==> src/rtl/rtb_pkg.sv <==
`timescale 1ns/1ps
package rtb_pkg;
    localparam int WORD_W     = 16;
    localparam int TA_W       = 5;
    localparam int SA_W       = 5;
    localparam int WC_W       = 5;
    localparam int ADDR_W     = SA_W + WC_W;
    localparam int CNT_W      = WC_W + 1;
    localparam int FLAG_W     = WORD_W - TA_W;
    localparam int NUM_W      = $clog2(FLAG_W);
    localparam int ME_BIT     = 10;
    localparam int RXDONE_BIT = 1;

    // command word fields, most significant first
    typedef struct packed {
        logic [TA_W-1:0] ta;
        logic            xmit;
        logic [SA_W-1:0] sa;
        logic [WC_W-1:0] wc;
    } cmd_t;

    typedef enum logic [1:0] {
        SQ_IDLE,
        SQ_RECV,
        SQ_DRAIN,
        SQ_SEND
    } seq_t;

    typedef struct packed {
        logic go;
        logic msg_err;
        logic rx_done;
    } rep_req_t;

    function automatic logic [CNT_W-1:0] wc_to_len(input logic [WC_W-1:0] wc);
        if (wc == '0)
            wc_to_len = CNT_W'(1 << WC_W);
        else
            wc_to_len = {1'b0, wc};
    endfunction

    function automatic logic [WORD_W-1:0] make_status(input logic [TA_W-1:0] ta,
                                                      input logic me,
                                                      input logic done);
        logic [FLAG_W-1:0] fl;
        fl             = '0;
        fl[ME_BIT]     = me;
        fl[RXDONE_BIT] = done;
        make_status    = {ta, fl};
    endfunction

    function automatic logic [NUM_W-1:0] top_flag(input logic [FLAG_W-1:0] f);
        top_flag = '0;
        for (int i = 0; i < FLAG_W; i++)
            if (f[i]) top_flag = NUM_W'(i);
    endfunction
endpackage

==> src/rtl/rtb_cmd_decode.sv <==
`timescale 1ns/1ps
module rtb_cmd_decode
    import rtb_pkg::*;
(
    input  logic              rx_valid,
    input  logic [WORD_W-1:0] rx_word,
    input  logic              rx_is_cmd,
    input  logic              rx_par_ok,
    input  logic [TA_W-1:0]   term_addr,
    output logic              cmd_hit,
    output logic              data_ok,
    output logic              cmd_xmit,
    output logic [SA_W-1:0]   cmd_sa,
    output logic [CNT_W-1:0]  cmd_len
);
    cmd_t f;

    always_comb begin
        f        = cmd_t'(rx_word);
        cmd_hit  = rx_valid && rx_is_cmd && rx_par_ok && (f.ta == term_addr);
        data_ok  = rx_valid && !rx_is_cmd && rx_par_ok;
        cmd_xmit = f.xmit;
        cmd_sa   = f.sa;
        cmd_len  = wc_to_len(f.wc);
    end
endmodule

==> src/rtl/rtb_mem_master.sv <==
`timescale 1ns/1ps
module rtb_mem_master
    import rtb_pkg::*;
(
    input  logic              clk,
    input  logic              rst,
    input  logic              wr_go,
    input  logic              rd_go,
    input  logic [ADDR_W-1:0] go_addr,
    input  logic [WORD_W-1:0] go_data,
    input  logic              m_waitrequest,
    output logic [ADDR_W-1:0] m_address,
    output logic              m_read,
    output logic              m_write,
    output logic [WORD_W-1:0] m_writedata,
    output logic              busy,
    output logic              xfer_done
);
    assign busy      = m_read | m_write;
    assign xfer_done = busy & ~m_waitrequest;

    // a new request may replace one that completes in the same cycle
    always_ff @(posedge clk) begin
        if (rst) begin
            m_read      <= 1'b0;
            m_write     <= 1'b0;
            m_address   <= '0;
            m_writedata <= '0;
        end else if (wr_go || rd_go) begin
            m_write   <= wr_go;
            m_read    <= rd_go;
            m_address <= go_addr;
            if (wr_go) m_writedata <= go_data;
        end else if (xfer_done) begin
            m_write <= 1'b0;
            m_read  <= 1'b0;
        end
    end
endmodule

==> src/rtl/rtb_seq.sv <==
`timescale 1ns/1ps
module rtb_seq
    import rtb_pkg::*;
(
    input  logic              clk,
    input  logic              rst,
    input  logic              rx_valid,
    input  logic              cmd_hit,
    input  logic              data_ok,
    input  logic              cmd_xmit,
    input  logic [SA_W-1:0]   cmd_sa,
    input  logic [CNT_W-1:0]  cmd_len,
    input  logic              busy,
    input  logic              xfer_done,
    output logic              wr_go,
    output logic              rd_go,
    output logic [ADDR_W-1:0] go_addr,
    output rep_req_t          rep,
    output logic              dat_go
);
    seq_t             state, nxt;
    logic [SA_W-1:0]  sa_q;
    logic [CNT_W-1:0] len_q;
    logic [CNT_W-1:0] cnt_q;
    logic             stalled;

    assign stalled = busy && !xfer_done;

    always_comb begin
        nxt     = state;
        wr_go   = 1'b0;
        rd_go   = 1'b0;
        dat_go  = 1'b0;
        rep     = '0;
        go_addr = {sa_q, cnt_q[WC_W-1:0]};
        case (state)
            SQ_IDLE: begin
                if (cmd_hit) begin
                    if (cmd_xmit) begin
                        nxt     = SQ_SEND;
                        rd_go   = 1'b1;
                        go_addr = {cmd_sa, {WC_W{1'b0}}};
                        rep.go  = 1'b1;
                    end else begin
                        nxt = SQ_RECV;
                    end
                end
            end
            SQ_RECV: begin
                if (rx_valid) begin
                    if (!data_ok || cnt_q == len_q || stalled) begin
                        if (stalled) begin
                            nxt = SQ_DRAIN;
                        end else begin
                            rep.go      = 1'b1;
                            rep.msg_err = 1'b1;
                            nxt         = SQ_IDLE;
                        end
                    end else begin
                        wr_go = 1'b1;
                    end
                end else if (xfer_done && cnt_q == len_q) begin
                    rep.go      = 1'b1;
                    rep.rx_done = 1'b1;
                    nxt         = SQ_IDLE;
                end
            end
            SQ_DRAIN: begin
                if (xfer_done) begin
                    rep.go      = 1'b1;
                    rep.msg_err = 1'b1;
                    nxt         = SQ_IDLE;
                end
            end
            SQ_SEND: begin
                if (xfer_done) begin
                    dat_go = 1'b1;
                    if (cnt_q != len_q) rd_go = 1'b1;
                    else                nxt   = SQ_IDLE;
                end
            end
            default: nxt = SQ_IDLE;
        endcase
    end

    always_ff @(posedge clk) begin
        if (rst) begin
            state <= SQ_IDLE;
            sa_q  <= '0;
            len_q <= '0;
            cnt_q <= '0;
        end else begin
            state <= nxt;
            if (state == SQ_IDLE && cmd_hit) begin
                sa_q  <= cmd_sa;
                len_q <= cmd_len;
                cnt_q <= cmd_xmit ? CNT_W'(1) : '0;
            end else if (wr_go || rd_go) begin
                cnt_q <= cnt_q + CNT_W'(1);
            end
        end
    end
endmodule

==> src/rtl/rtb_reply.sv <==
`timescale 1ns/1ps
module rtb_reply
    import rtb_pkg::*;
(
    input  logic              clk,
    input  logic              rst,
    input  logic [TA_W-1:0]   term_addr,
    input  rep_req_t          rep,
    input  logic              dat_go,
    input  logic [WORD_W-1:0] rd_word,
    output logic              tx_valid,
    output logic [WORD_W-1:0] tx_word,
    output logic              tx_is_status,
    output logic              irq,
    output logic [NUM_W-1:0]  irq_num
);
    logic [WORD_W-1:0] st_word;
    logic [FLAG_W-1:0] st_flags;

    always_comb begin
        st_word  = make_status(term_addr, rep.msg_err, rep.rx_done);
        st_flags = st_word[FLAG_W-1:0];
    end

    always_ff @(posedge clk) begin
        if (rst) begin
            tx_valid     <= 1'b0;
            tx_word      <= '0;
            tx_is_status <= 1'b0;
            irq          <= 1'b0;
            irq_num      <= '0;
        end else begin
            tx_valid     <= rep.go | dat_go;
            tx_is_status <= rep.go;
            irq          <= 1'b0;
            irq_num      <= '0;
            if (rep.go) begin
                tx_word <= st_word;
                irq     <= |st_flags;
                irq_num <= top_flag(st_flags);
            end else if (dat_go) begin
                tx_word <= rd_word;
            end
        end
    end
endmodule

==> src/rtl/rt_mem_bridge.sv <==
`timescale 1ns/1ps
module rt_mem_bridge
    import rtb_pkg::*;
(
    input  logic              clk,
    input  logic              rst,
    input  logic [TA_W-1:0]   term_addr,
    input  logic              rx_valid,
    input  logic [WORD_W-1:0] rx_word,
    input  logic              rx_is_cmd,
    input  logic              rx_par_ok,
    output logic [ADDR_W-1:0] m_address,
    output logic              m_read,
    output logic              m_write,
    output logic [WORD_W-1:0] m_writedata,
    input  logic [WORD_W-1:0] m_readdata,
    input  logic              m_waitrequest,
    output logic              irq,
    output logic [NUM_W-1:0]  irq_num,
    output logic              tx_valid,
    output logic [WORD_W-1:0] tx_word,
    output logic              tx_is_status
);
    logic              cmd_hit, data_ok, cmd_xmit;
    logic [SA_W-1:0]   cmd_sa;
    logic [CNT_W-1:0]  cmd_len;
    logic              busy, xfer_done, wr_go, rd_go, dat_go;
    logic [ADDR_W-1:0] go_addr;
    rep_req_t          rep;

    rtb_cmd_decode u_dec (
        .rx_valid  (rx_valid),
        .rx_word   (rx_word),
        .rx_is_cmd (rx_is_cmd),
        .rx_par_ok (rx_par_ok),
        .term_addr (term_addr),
        .cmd_hit   (cmd_hit),
        .data_ok   (data_ok),
        .cmd_xmit  (cmd_xmit),
        .cmd_sa    (cmd_sa),
        .cmd_len   (cmd_len)
    );

    rtb_seq u_seq (
        .clk       (clk),
        .rst       (rst),
        .rx_valid  (rx_valid),
        .cmd_hit   (cmd_hit),
        .data_ok   (data_ok),
        .cmd_xmit  (cmd_xmit),
        .cmd_sa    (cmd_sa),
        .cmd_len   (cmd_len),
        .busy      (busy),
        .xfer_done (xfer_done),
        .wr_go     (wr_go),
        .rd_go     (rd_go),
        .go_addr   (go_addr),
        .rep       (rep),
        .dat_go    (dat_go)
    );

    rtb_mem_master u_mm (
        .clk           (clk),
        .rst           (rst),
        .wr_go         (wr_go),
        .rd_go         (rd_go),
        .go_addr       (go_addr),
        .go_data       (rx_word),
        .m_waitrequest (m_waitrequest),
        .m_address     (m_address),
        .m_read        (m_read),
        .m_write       (m_write),
        .m_writedata   (m_writedata),
        .busy          (busy),
        .xfer_done     (xfer_done)
    );

    rtb_reply u_rep (
        .clk          (clk),
        .rst          (rst),
        .term_addr    (term_addr),
        .rep          (rep),
        .dat_go       (dat_go),
        .rd_word      (m_readdata),
        .tx_valid     (tx_valid),
        .tx_word      (tx_word),
        .tx_is_status (tx_is_status),
        .irq          (irq),
        .irq_num      (irq_num)
    );
endmodule

==> config.mk <==
export PLATFORM = sky130hd
export DESIGN_NAME = rt_mem_bridge
export DESIGN_NICKNAME = d
export VERILOG_FILES = /design/src/rtl/rtb_pkg.sv /design/src/rtl/rtb_cmd_decode.sv /design/src/rtl/rtb_mem_master.sv /design/src/rtl/rtb_seq.sv /design/src/rtl/rtb_reply.sv /design/src/rtl/rt_mem_bridge.sv
export SDC_FILE = /design/constraint.sdc
export NUM_CORES = 1
export LEC_CHECK = 0
export ABC_AREA = 0
export CORE_UTILIZATION = 47
export CTS_BUF_LIST = sky130_fd_sc_hd__clkbuf_16
export CTS_CLUSTER_DIAMETER = 80
export DETAILED_ROUTE_END_ITERATION = 7
export MAX_ROUTING_LAYER = met4
export PLACE_DENSITY = 0.79
export SYNTH_ARGS = -nofsm -noshare
export SYNTH_HDL_FRONTEND = slang
export SYNTH_SLANG_ARGS = --single-unit
==> constraint.sdc <==
create_clock -name clk -period 2.9 [get_ports clk]
set_clock_uncertainty 0.15 [all_clocks]
set_input_delay 0.58 -clock clk [delete_from_list [all_inputs] [get_ports clk]]
set_output_delay 0.58 -clock clk [all_outputs]
set_load 0.05 [all_outputs]
## After elaboration in Yosys (flattened, before gate mapping)

Index checks and enable logic that the tools add are counted.

- Bits in registers: 70
- Bits of input ports: 43
- Logic and storage cells: 102

- Add/subtract/negate cells: 1
- Eq/ne operators: 12
- Multiplexer cells: 44
- Bitwise gates (word level): 5
- Reduce and logical (&&, ||, !) cells: 25

Operators with widths:

| cell | count |
|---|---|
| $mux 16 | 2 |
| $mux 10 | 3 |
| $mux 2 | 12 |
| $mux 1 | 19 |
| $mux 6 | 3 |
| $logic_and 1x1->1 | 8 |
| $pmux 2 s4 | 1 |
| $add 6x1->6 const B | 1 |
| $eq 6x6->1 | 1 |
| $ne 2x1->1 const B | 3 |
| $ne 3x2->1 const B | 2 |
| $ne 6x6->1 | 1 |
| $reduce_and 6->1 | 1 |
| $reduce_bool 2->1 | 3 |
| $reduce_or 2->1 | 3 |
| $eq 5x5->1 | 1 |
| $logic_not 5->1 | 1 |
| $eq 2x2->1 const B | 2 |
| $mux 4 | 1 |
| $pmux 1 s2 | 2 |
| $logic_not 1->1 | 3 |
| $logic_or 1x1->1 | 3 |
| $pmux 1 s3 | 1 |
| $reduce_or 3->1 | 1 |
| other kinds (7) | 9 |

## Depth between registers and ports, before layout

Gate-level depths: netlist of run 1.

- Depth after elaboration: 12
- Depth in mapped cells: 9
- Depth with buffers taken out: 7

## Hierarchy

Synthesis of run 1 repeated with hierarchy kept, for this count alone.

- Cell total of the unflattened synthesis: 356
- Area total of the unflattened synthesis: 3280.6 µm²

Modules (own cells, without submodules):

| module | instances | cells an instance | area an instance (µm²) | seq. area each (µm²) |
|---|---|---|---|---|
| rtb_seq | 1 | 151 | 1236.2 | 380.4 |
| rtb_mem_master | 1 | 107 | 1066.0 | 560.5 |
| rtb_reply | 1 | 76 | 830.8 | 420.4 |
| rtb_cmd_decode | 1 | 22 | 147.6 | 0.0 |

## Worst setup path before layout of run 1

OpenSTA, ideal clock, no wires.

- Path kind: input to register
- Start: input rx_word[12]
- End: register u_rep.tx_word[1]
- Setup time: 122 ps
- Arrival time: 1960 ps
- Required time: 2628 ps
- Path slack: 669 ps
- Cell stages on the path: 6
- Path buffers: 1
- Cell sequence: xor2_1 nor4_1 nand2_1 and3_4 buf_6 o311a_1

- Word-level cells in the longest chain between the ends: 5
- Elaborated cells on any way between the ends: 6
- Those cells by class: eq/ne (1); mux (3); reduce/logical (2)

RTL lines:

| what | line | RTL |
|---|---|---|
| from (decl) | rt_mem_bridge.sv:9 | `input logic [WORD_W-1:0] rx_word,` |
| $eq 5x5->1 * | rtb_cmd_decode.sv:20 | `cmd_hit = rx_valid && rx_is_cmd && rx_par_ok && (f.ta == term_addr);` |
| $logic_and 1x1->1 * | rtb_cmd_decode.sv:20 |  |
| $mux 1 * | rtb_seq.sv:38 | `if (cmd_hit) begin` |
| $pmux 1 s3 * | rtb_seq.sv:36 | `case (state)` |
| $mux 16 / $reduce_bool 2->1 (equally long branches) | -- |  |
| to (signal assigned) | rtb_reply.sv:38 | `tx_word <= st_word;` |
| to (signal assigned) | rtb_reply.sv:42 | `tx_word <= rd_word;` |
| to (decl) | rtb_reply.sv:12 | `output logic [WORD_W-1:0] tx_word,` |

Every way passes the cells marked *; elsewhere a longest branch is shown, timed or not.
A chain may end at the register's enable or synchronous reset.

## Final worst setup path of run 1

- Start: register u_seq.cnt_q[2]
- End: register u_rep.tx_word[2]

- Word-level cells in the longest chain between the ends: 7
- Elaborated cells on any way between the ends: 9
- Those cells by class: eq/ne (1); mux (4); reduce/logical (4)

RTL lines:

| what | line | RTL |
|---|---|---|
| from (decl) | rtb_seq.sv:24 | `logic [CNT_W-1:0] cnt_q;` |
| from (signal assigned) | rtb_seq.sv:97 | `cnt_q <= cmd_xmit ? CNT_W'(1) : '0;` |
| from (signal assigned) | rtb_seq.sv:99 | `cnt_q <= cnt_q + CNT_W'(1);` |
| $eq 6x6->1 * | rtb_seq.sv:51, rtb_seq.sv:62 |  |
| $logic_or 1x1->1 (2 in a row) | rtb_seq.sv:51 | `if (!data_ok \|\| cnt_q == len_q \|\| stalled) begin` |
| $mux 2 | rtb_seq.sv:51 |  |
| $mux 1 * | rtb_seq.sv:50 | `if (rx_valid) begin` |
| $pmux 1 s3 * | rtb_seq.sv:36 |  |
| $reduce_or 2->1 (no line) * | -- |  |

Marks and branches as above.

==> results.sh, run 1 <==
export IMPL_path_cells="xor2_1, nor4_4, nand4_1, a31oi_2, nor3_1"
export IMPL_r2r_cells=5
export IMPL_avgViaCountPerCell=5.724
export IMPL_antennaDiodeCount=0
export IMPL_hold_viol=0
export IMPL_cts_repair_resized=0
export IMPL_dr_total_vias=3194
export IMPL_drt_iter0_markers=230
export IMPL_endpoint_kind="flop"
export IMPL_syn_area_per_cell_um2=8.395
export IMPL_syn_nets=431
export IMPL_synth_seq_cells=68
export IMPL_layout_worst_path_cycle_share_pct=84.93
export IMPL_dp_hpwl_um=6247
export IMPL_synth_top_area_share_pct=42.45
export IMPL_start_util_pct=49.65
export IMPL_cp_depth=5
export IMPL_cts_root_buf="clkbuf_16"
export IMPL_fin_crit_ns=2.463
export IMPL_synth_edf_count=0
export IMPL_die_x_um=84.60
export IMPL_critPathBufInv=0
export IMPL_vdd_drop_max_v=0.0003968
export IMPL_grt_pass1_wl_um=14230
export IMPL_reg2reg_from="u_seq.cnt_q[2]"
export IMPL_drive_gt1_share_pct=8.108
export IMPL_finalWorstSetupSlack_ns=0.4372
export IMPL_fin_setup_tns_ns=0
export IMPL_cts_max_level=3
export IMPL_place_area_mm2=0.004232
export IMPL_final_antenna_net_count=0
export IMPL_critPathLaunchType="flop"
export IMPL_final_cells=558
export IMPL_p_leak_nw=1.813
export IMPL_dr_pass1_iters=8
export IMPL_core_mm2=0.006459
export IMPL_antenna_found_initial=0
export IMPL_whs_path_depth=2
export IMPL_critPathArrivalTime_ns=2.50
export IMPL_reg2reg_to="u_rep.tx_word[2]"
export IMPL_ys_warn_count=0
export IMPL_stdcell_area_mm2=0.004563
export IMPL_path_clk_slew_ns=0.05
export IMPL_cp_endpoint="u_rep.tx_word[2]"
export IMPL_synthTopCellsByArea="dfxtp_1, nand2_1, mux2i_1"
export IMPL_yosysTopAreaCell="dfxtp_1"
export IMPL_place_ws_ns=0.1457
export IMPL_drc_errors=12
export IMPL_crit_path_top_delay_cell="a31oi_2"
export IMPL_cts_num_sinks=68
export IMPL_yosys_top_cells_count="nand2_1, dfxtp_1, a21oi_1, mux2i_1, clkbuf_1"
export IMPL_num_io_pins=94
export IMPL_critPathTopFamily="simple AND/OR/NAND/NOR gates"
export IMPL_grt_usage_pct=25.84
export IMPL_startpoint="u_seq.cnt_q[2]"
export IMPL_grt_pass1_vias=3025
export IMPL_critical_path_max_stage_delay_ns=0.56
export IMPL_insertion_delay_ns=0.33
export IMPL_syn_area_mm2=0.003207
export IMPL_dieArea_mm2=0.007157
export IMPL_die_h_um=84.60
export IMPL_place_gp_congestion=0.8965
export IMPL_syn_to_final_growth_pct=42.29
export IMPL_routed_wl_um=8840
export IMPL_portBuffers=92
export IMPL_r2r_setup_slack_ns=0.44
export IMPL_violations="design-rule violations"
export IMPL_cap_viol_max_count=0
export IMPL_outcome="finished with violations"
export IMPL_worstSetupPathType="reg2reg"
export IMPL_synth_async_reset_ratio_pct=0
export IMPL_layout_nets=525
export IMPL_worst_slew_pin_slew_ns=0.8268
export IMPL_row_count=29
export IMPL_total_power_mw=2.643
export IMPL_cts_tree="built"
export IMPL_worst_path_max_fanout=9
export IMPL_fmax_ghz=0.4060
export IMPL_yosysMostFrequentCell="nand2_1"
export IMPL_drv_slew=0
export IMPL_placed_cells=542
export IMPL_min_path_type="reg2reg"
export IMPL_finalSetupViolCount=0
export IMPL_post_cts_buffers=0
export IMPL_ctsHoldBuffers=0
export IMPL_relSlewSlack_pct=44.88
export IMPL_grt_max_degree=43
export IMPL_synth_top_flop_cell="dfxtp_1"
export IMPL_grt_overflow_total=0
export IMPL_rsz0062_at_grt="false"
export IMPL_ys_seq_area_share_pct=42.45
export IMPL_syn_instance_count=382
export IMPL_power_density_mw_per_mm2=579.2
export IMPL_cp_required_ns=2.94
export IMPL_cts_buffer_depth=2
export IMPL_avgRoutedWirePerCell_um=15.84
export IMPL_synth_cell_types=49
export IMPL_cts_made_buffers=9
-- layout make-up --
cell class / instances / area, um2
Tap cell: 77 / 96.34
Inverter: 4 / 15.01
Clock inverter: 7 / 106.4
Sequential cell: 68 / 1361
Fill cell: 498 / 1896
Timing Repair Buffer: 109 / 1044
Clock buffer: 9 / 225.2
Multi-Input combinational cell: 284 / 1715
-- placed cells by master (no fill, tap or decap), types with 9 or more instances in the layout --
cell	count
nor3_1	15
a21oi_1	36
dfxtp_1	68
clkdlybuf4s50_1	91
nand3_1	9
clkbuf_16	9
buf_4	17
mux2i_1	19
a31oi_1	10
nand2_1	94
nor4_1	10
-- routing by layer --
metal | share of wire, % | routed length [um] | vias to the layer above | GRT usage (%)
li1 | - | - | 1554 | -
met1 | 43 | 3777 | 1472 | 29.90
met2 | 48 | 4266 | 141 | 43.83
met3 | 7.0 | 623 | 27 | 6.981
met4 | 2.0 | 173 | 0 | 7.704
met5 | 0 | 0 | - | -
-- logic make-up after synthesis --
family / count (synthesis) / share of synthesized area, %
AOI/OAI and AO/OA: 86 / 18.49
xor gates and xnor gates: 11 / 3.005
adders and majority gates: 6 / 2.341
buffers and inverters: 30 / 4.174
DFF: 68 / 42.45
muxes: 19 / 5.930
other: 1 / 0.1169
and+or+nand+nor: 161 / 23.49
-- stage by stage --
stage	hold WS [ns]	util, %
floorplan	0.2815	-
global placement	0.2926	65.52
detailed placement	0.2976	65.52
CTS	0.3035	70.65
global route	0.3255	70.65
finish	0.3020	70.65
-- worst min-delay path: stages, from the launching register on --
cell and delay [ns]:
dfxtp_1 0.30, nand2_1 0.05, a21oi_1 0.05
-- registers in the layout (all words and copies together), names as in the netlist --
| register | count |
|---|---|
| u_mm.m_writedata | 16 |
| u_rep.tx_word | 16 |
| u_mm.m_address | 10 |
| u_seq.cnt_q | 6 |
| u_seq.len_q | 6 |
| u_seq.sa_q | 5 |
| u_rep.irq_num | 2 |
| u_seq.state | 2 |
| u_mm.m_read | 1 |
| u_mm.m_write | 1 |
| u_rep.irq | 1 |
| u_rep.tx_is_status | 1 |
| u_rep.tx_valid | 1 |
-- report_power, final --
group | internal, mW | switching (mW)
registers | 0.968 | 0.0221
clock network | 0.828 | 0.381
logic | 0.180 | 0.263
total | 1.98 | 0.667
-- worst min-delay path by stage --
stage	from	to
after detailed placement	u_seq.sa_q[0]	u_seq.sa_q[0]
after floorplan	u_seq.sa_q[0]	u_seq.sa_q[0]
final	u_mm.m_writedata[6]	u_mm.m_writedata[6]
after global routing	u_seq.sa_q[0]	u_seq.sa_q[0]
after CTS	u_seq.sa_q[0]	u_seq.sa_q[0]
after global placement	u_seq.sa_q[3]	u_seq.sa_q[3]
Note: power is estimated with default switching activity, not from simulation.
==> run 2: changes to the inputs <==
==> constraint.sdc (replaced) <==
create_clock -name clk -period 2.3 [get_ports clk]
set_clock_uncertainty 0.15 [all_clocks]
set_input_delay 0.46 -clock clk [delete_from_list [all_inputs] [get_ports clk]]
set_output_delay 0.46 -clock clk [all_outputs]
set_load 0.05 [all_outputs]
==> results.sh, run 2 (synthesis gave the netlist of run 1 again) <==
export IMPL_outcome="finished with violations"
export IMPL_violations="design-rule violations"
export IMPL_seq_area_mm2=0.001363
export IMPL_grt_max_degree=29
export IMPL_p_switching_mw=0.8837
export IMPL_final_antenna_net_count=0
export IMPL_cp_depth=1
export IMPL_final_common_cell="nand2_1"
export IMPL_drv_slew=0
export IMPL_seqPwrFrac_pct=36.6
export IMPL_core_mm2=0.006459
export IMPL_fin_crit_ns=2.232
export IMPL_n_fill_cell=466
export IMPL_grt_pass1_wl_um=15280
export IMPL_drc_errors=10
export IMPL_total_power_mw=3.411
export IMPL_critPathTopFamily="buffers and inverters"
export IMPL_die_x_um=84.60
export IMPL_portBuffers=92
export IMPL_power_density_mw_per_mm2=700.7
export IMPL_dr_pass1_iters=8
export IMPL_path_clk_slew_ns=0.05
export IMPL_start_util_pct=49.65
export IMPL_critPathBufInv=1
export IMPL_endpoint_kind="primary output"
export IMPL_final_cell_mix="nand2_1, clkdlybuf4s50_1, dfxtp_1"
export IMPL_num_io_pins=94
export IMPL_layout_worst_path_cycle_share_pct=97.04
export IMPL_grt_usage_pct=27.94
export IMPL_row_count=29
export IMPL_relSlewSlack_pct=64.65
export IMPL_cts_made_buffers=9
export IMPL_drt_iter0_markers=195
export IMPL_r2r_setup_slack_ns=0.09
export IMPL_ctsHoldBuffers=0
export IMPL_cts_buffer_depth=2
export IMPL_crit_path_top_delay_cell="clkdlybuf4s50_1"
export IMPL_final_util_pct=75.38
export IMPL_die_h_um=84.60
export IMPL_worstSetupPathType="reg2out"
export IMPL_critPathArrivalTime_ns=1.62
export IMPL_antenna_found_initial=0
export IMPL_multiInputGateArea_mm2=0.001754
export IMPL_dp_hpwl_um=6710
export IMPL_reg2reg_to="u_rep.tx_word[7]"
export IMPL_grt_pass1_vias=3261
export IMPL_comb_power_share_pct=17.4
export IMPL_p_leak_nw=1.982
export IMPL_swShare_pct=25.91
export IMPL_finalSetupViolCount=0
export IMPL_worst_slew_pin_slew_ns=0.5286
export IMPL_syn_to_final_growth_pct=51.81
export IMPL_vdd_drop_max_v=0.0004367
export IMPL_cts_tree="built"
export IMPL_fmax_ghz=0.4481
export IMPL_place_gp_congestion=0.9038
export IMPL_cts_max_level=3
export IMPL_hold_viol=0
export IMPL_dieArea_mm2=0.007157
export IMPL_startpoint="u_mm.m_write"
export IMPL_avgViaCountPerCell=5.630
export IMPL_drive_gt1_share_pct=15.53
export IMPL_insertion_delay_ns=0.33
export IMPL_routed_wl_um=9536
export IMPL_finalWorstSetupSlack_ns=0.06812
export IMPL_worst_path_max_fanout=6
export IMPL_cts_num_sinks=68
export IMPL_reg2reg_from="u_seq.cnt_q[3]"
export IMPL_top_regs="u_mm.m_writedata: 16 flops, u_rep.tx_word: 16 flops, u_mm.m_address: 10 flops"
export IMPL_grt_overflow_total=0
export IMPL_layout_nets=559
export IMPL_cp_endpoint="m_write"
export IMPL_p_int_mw=2.528
export IMPL_cts_root_buf="clkbuf_16"
export IMPL_r2r_cells=7
export IMPL_cp_required_ns=1.69
export IMPL_stdcell_area_mm2=0.004868
export IMPL_min_path_type="in2reg"
export IMPL_critical_path_max_stage_delay_ns=0.86
export IMPL_path_cells="clkdlybuf4s50_1"
export IMPL_critPathLaunchType="flop"
export IMPL_avgRoutedWirePerCell_um=16.11
export IMPL_clkPwrFrac_pct=45.9
export IMPL_place_ws_ns=-0.3352
export IMPL_dr_total_vias=3333
export IMPL_rsz0062_at_grt="true"
export IMPL_place_area_mm2=0.004472
export IMPL_antennaDiodeCount=0
export IMPL_cap_viol_max_count=0
==> run 2: changes by cell type in the layout (fill, tap and decap cells not counted), sizes merged <==
cell and change:
dlygate4sd2 +3, dlymetal6s2s +1, clkinvlp +1, clkinv -1, buf +34, clkdlybuf4s50 -4
==> run 2: area by class of cell <==
class,count,area share [%]
well taps,77,1.979
repair buffers,143,26.73
inverters,4,0.3084
multi-input cells,284,36.03
clock inverters,7,2.339
flip-flops and latches,68,27.99
clock buffers,9,4.626
==> run 2: what timing repair did <==
item	4_1_cts	5_1_grt
pin swaps	0	2
setup buffers	0	2
gates resized for setup	6	6
endpoints found under the setup margin	4	19
==> run 2: power groups by stage <==
stage | combinational, mW | sequential (mW) | clock, mW
after global routing | 0.633 | 1.25 | 1.63
final | 0.594 | 1.25 | 1.57
after detailed placement | 0.581 | 1.27 | 0
after global placement | 0.572 | 1.27 | 0
after CTS | 0.588 | 1.25 | 1.58
after floorplan | 0.237 | 1.38 | 0
==> run 2: worst min-delay path by stage <==
stage	startpoint	to	slack [ns]	cells after the start
2_1_floorplan	u_seq.sa_q[0]	u_seq.sa_q[0]	0.28	2
3_3_place_gp	u_seq.sa_q[3]	u_seq.sa_q[3]	0.29	2
3_5_place_dp	u_mm.m_writedata[8]	u_mm.m_writedata[8]	0.30	2
4_1_cts	rst	u_rep.tx_is_status	0.29	2
5_1_grt	rst	u_rep.tx_valid	0.31	2
6_report	rst	u_rep.tx_valid	0.30	2
==> run 2: worst reg2reg max path, delay by kind of cell, from the launching register on <==
kind	cells	cell delay, ns
simple gates	2	0.53
compound gates	2	0.49
buf+inv	2	0.37
flops	1	0.35
xor+xnor	1	0.20
==> run 2: per-layer routing <==
layer	share of wire, %	global-route usage (%)	vias to the layer above
met4	3.1	13.10	0
met5	0	-	-
met3	6.4	4.818	30
met1	41	31.90	1549
met2	49	47.67	138
li1	-	-	1616
==> run 2: through the flow <==
stage	hold WS, ns	TNS [ns]	instances
after global routing	0.3059	-0.3271	592
after CTS	0.2876	0	590
after floorplan	0.2815	0	382
after detailed placement	0.2994	-11.26	574
final	0.2976	0	592
after global placement	0.2872	-7.100	574
==> run 3: changes to the inputs <==
--- a/config.mk
+++ b/config.mk
@@ -12,6 +12,7 @@
 export DETAILED_ROUTE_END_ITERATION = 7
 export MAX_ROUTING_LAYER = met4
 export PLACE_DENSITY = 0.79
+export RECOVER_POWER = 25
 export SYNTH_ARGS = -nofsm -noshare
 export SYNTH_HDL_FRONTEND = slang
 export SYNTH_SLANG_ARGS = --single-unit
==> results.sh, run 3 (synthesis gave the netlist of run 1 again) <==
export IMPL_vdd_drop_max_v=0.0004367
export IMPL_whs_ns=0.2976
export IMPL_dp_hpwl_um=6710
export IMPL_power_density_mw_per_mm2=699.9
export IMPL_antenna_found_initial=0
export IMPL_critPathTopFamily="buffers and inverters"
export IMPL_grt_max_degree=29
export IMPL_worst_slew_pin_slew_ns=0.5286
export IMPL_p_leak_nw=1.999
export IMPL_swShare_pct=25.92
export IMPL_drt_iter0_markers=195
export IMPL_portBuffers=92
export IMPL_final_cell_mix="nand2_1, clkdlybuf4s50_1, dfxtp_1"
export IMPL_p_switching_mw=0.8832
export IMPL_critical_path_max_stage_delay_ns=0.86
export IMPL_start_util_pct=49.65
export IMPL_drive_gt1_share_pct=15.53
export IMPL_crit_path_top_delay_cell="clkdlybuf4s50_1"
export IMPL_top_regs="u_mm.m_writedata: 16 flops, u_rep.tx_word: 16 flops, u_mm.m_address: 10 flops"
export IMPL_endpoint_kind="primary output"
export IMPL_die_x_um=84.60
export IMPL_stdcell_area_mm2=0.004868
export IMPL_grt_pass1_vias=3261
export IMPL_seqPwrFrac_pct=36.7
export IMPL_dr_total_vias=3333
export IMPL_layout_nets=559
export IMPL_finalSetupViolCount=0
export IMPL_path_clk_slew_ns=0.05
export IMPL_die_h_um=84.60
export IMPL_outcome="finished with violations"
export IMPL_cap_viol_max_count=0
export IMPL_final_common_cell="nand2_1"
export IMPL_insertion_delay_ns=0.33
export IMPL_dr_pass1_iters=8
export IMPL_worstSetupPathType="reg2out"
export IMPL_drv_slew=0
export IMPL_dieArea_mm2=0.007157
export IMPL_cts_root_buf="clkbuf_16"
export IMPL_place_ws_ns=-0.3352
export IMPL_place_gp_congestion=0.9038
export IMPL_num_io_pins=94
export IMPL_ctsHoldBuffers=0
export IMPL_avgViaCountPerCell=5.630
export IMPL_grt_overflow_total=0
export IMPL_clkPwrFrac_pct=46.0
export IMPL_finalWorstSetupSlack_ns=0.06815
export IMPL_grt_pass1_wl_um=15280
export IMPL_cp_required_ns=1.69
export IMPL_hold_viol=0
export IMPL_row_count=29
export IMPL_grt_usage_pct=27.94
export IMPL_cts_num_sinks=68
export IMPL_critPathLaunchType="flop"
export IMPL_drc_errors=10
export IMPL_cts_made_buffers=9
export IMPL_routed_wl_um=9534
export IMPL_final_antenna_net_count=0
export IMPL_fmax_ghz=0.4481
export IMPL_worst_path_max_fanout=6
export IMPL_comb_power_share_pct=17.3
export IMPL_critPathBufInv=1
export IMPL_place_area_mm2=0.004472
export IMPL_syn_to_final_growth_pct=51.81
export IMPL_cts_buffer_depth=2
export IMPL_avgRoutedWirePerCell_um=16.10
export IMPL_layout_worst_path_cycle_share_pct=97.04
export IMPL_critPathArrivalTime_ns=1.62
export IMPL_core_mm2=0.006459
export IMPL_rsz0062_at_grt="true"
export IMPL_min_path_type="in2reg"
export IMPL_p_int_mw=2.524
export IMPL_cts_tree="built"
export IMPL_relSlewSlack_pct=64.65
export IMPL_path_cells="clkdlybuf4s50_1"
export IMPL_antennaDiodeCount=0
export IMPL_cts_max_level=3
export IMPL_violations="design-rule violations"
export IMPL_fin_crit_ns=2.232
==> run 3: cell types whose count changed in the layout (fill, tap and decap cells not counted) <==
cell / before / now
clkdlybuf4s50_1: 87 / 82
dlygate4sd3_1: 0 / 5
==> run 3: routing by layer <==
layer	share of wire, %	up-vias	wire, um	global-route usage, %
met3	6.4	30	607	4.818
met2	49	138	4698	47.67
met5	0	-	0	-
li1	-	1616	-	-
met1	41	1549	3933	31.90
met4	3.1	0	294	13.10
==> run 3: per-stage QoR <==
step / std cells / utilization (%) / setup TNS (ns) / power [mW]
after floorplan: 382 / - / 0 / 1.618
after global placement: 574 / 69.24 / -7.100 / 1.845
after detailed placement: 574 / 69.24 / -11.26 / 1.855
after CTS: 590 / 74.76 / 0 / 3.415
after global routing: 592 / 75.38 / -0.3271 / 3.508
final: 592 / 75.38 / 0 / 3.407
==> run 3: worst register-to-register path, delay by kind of cell, from the launching register on <==
family | cells | cell delay [ns]
flip-flops | 1 | 0.35
buffers and inverters | 2 | 0.37
AND/OR/NAND/NOR | 2 | 0.53
AO/OA/AOI/OAI | 2 | 0.49
XOR/XNOR | 1 | 0.20
==> run 3: repair_timing <==
action,CTS,global route
resized for setup,6,6
endpoints found under the setup margin,4,19
buffers inserted,0,2
pin swaps,0,2
==> run 3: final timing paths <==
kind	start	endpoint	slack, ns	depth (start not counted)
worst max-delay path	u_mm.m_write	m_write	0.07	1
worst min-delay path	rst	u_rep.tx_valid	0.30	2
worst min register to register	u_mm.m_writedata[4]	u_mm.m_writedata[4]	0.30	2
worst max register to register	u_seq.cnt_q[3]	u_rep.tx_word[7]	0.09	7
==> run 3: area by class of cell <==
cell class,instances,area (um2)
Sequential cell,68,1363
Clock buffer,9,225.2
Multi-Input combinational cell,284,1754
Fill cell,466,1590
Tap cell,77,96.34
Inverter,4,15.01
Timing Repair Buffer,143,1301
Clock inverter,7,113.9
==> run 3: power groups by stage <==
stage / clock network [mW] / logic, mW / registers (mW)
after CTS: 1.58 / 0.588 / 1.25
after global routing: 1.63 / 0.630 / 1.25
after floorplan: 0 / 0.237 / 1.38
after global placement: 0 / 0.572 / 1.27
final: 1.57 / 0.591 / 1.25
after detailed placement: 0 / 0.581 / 1.27
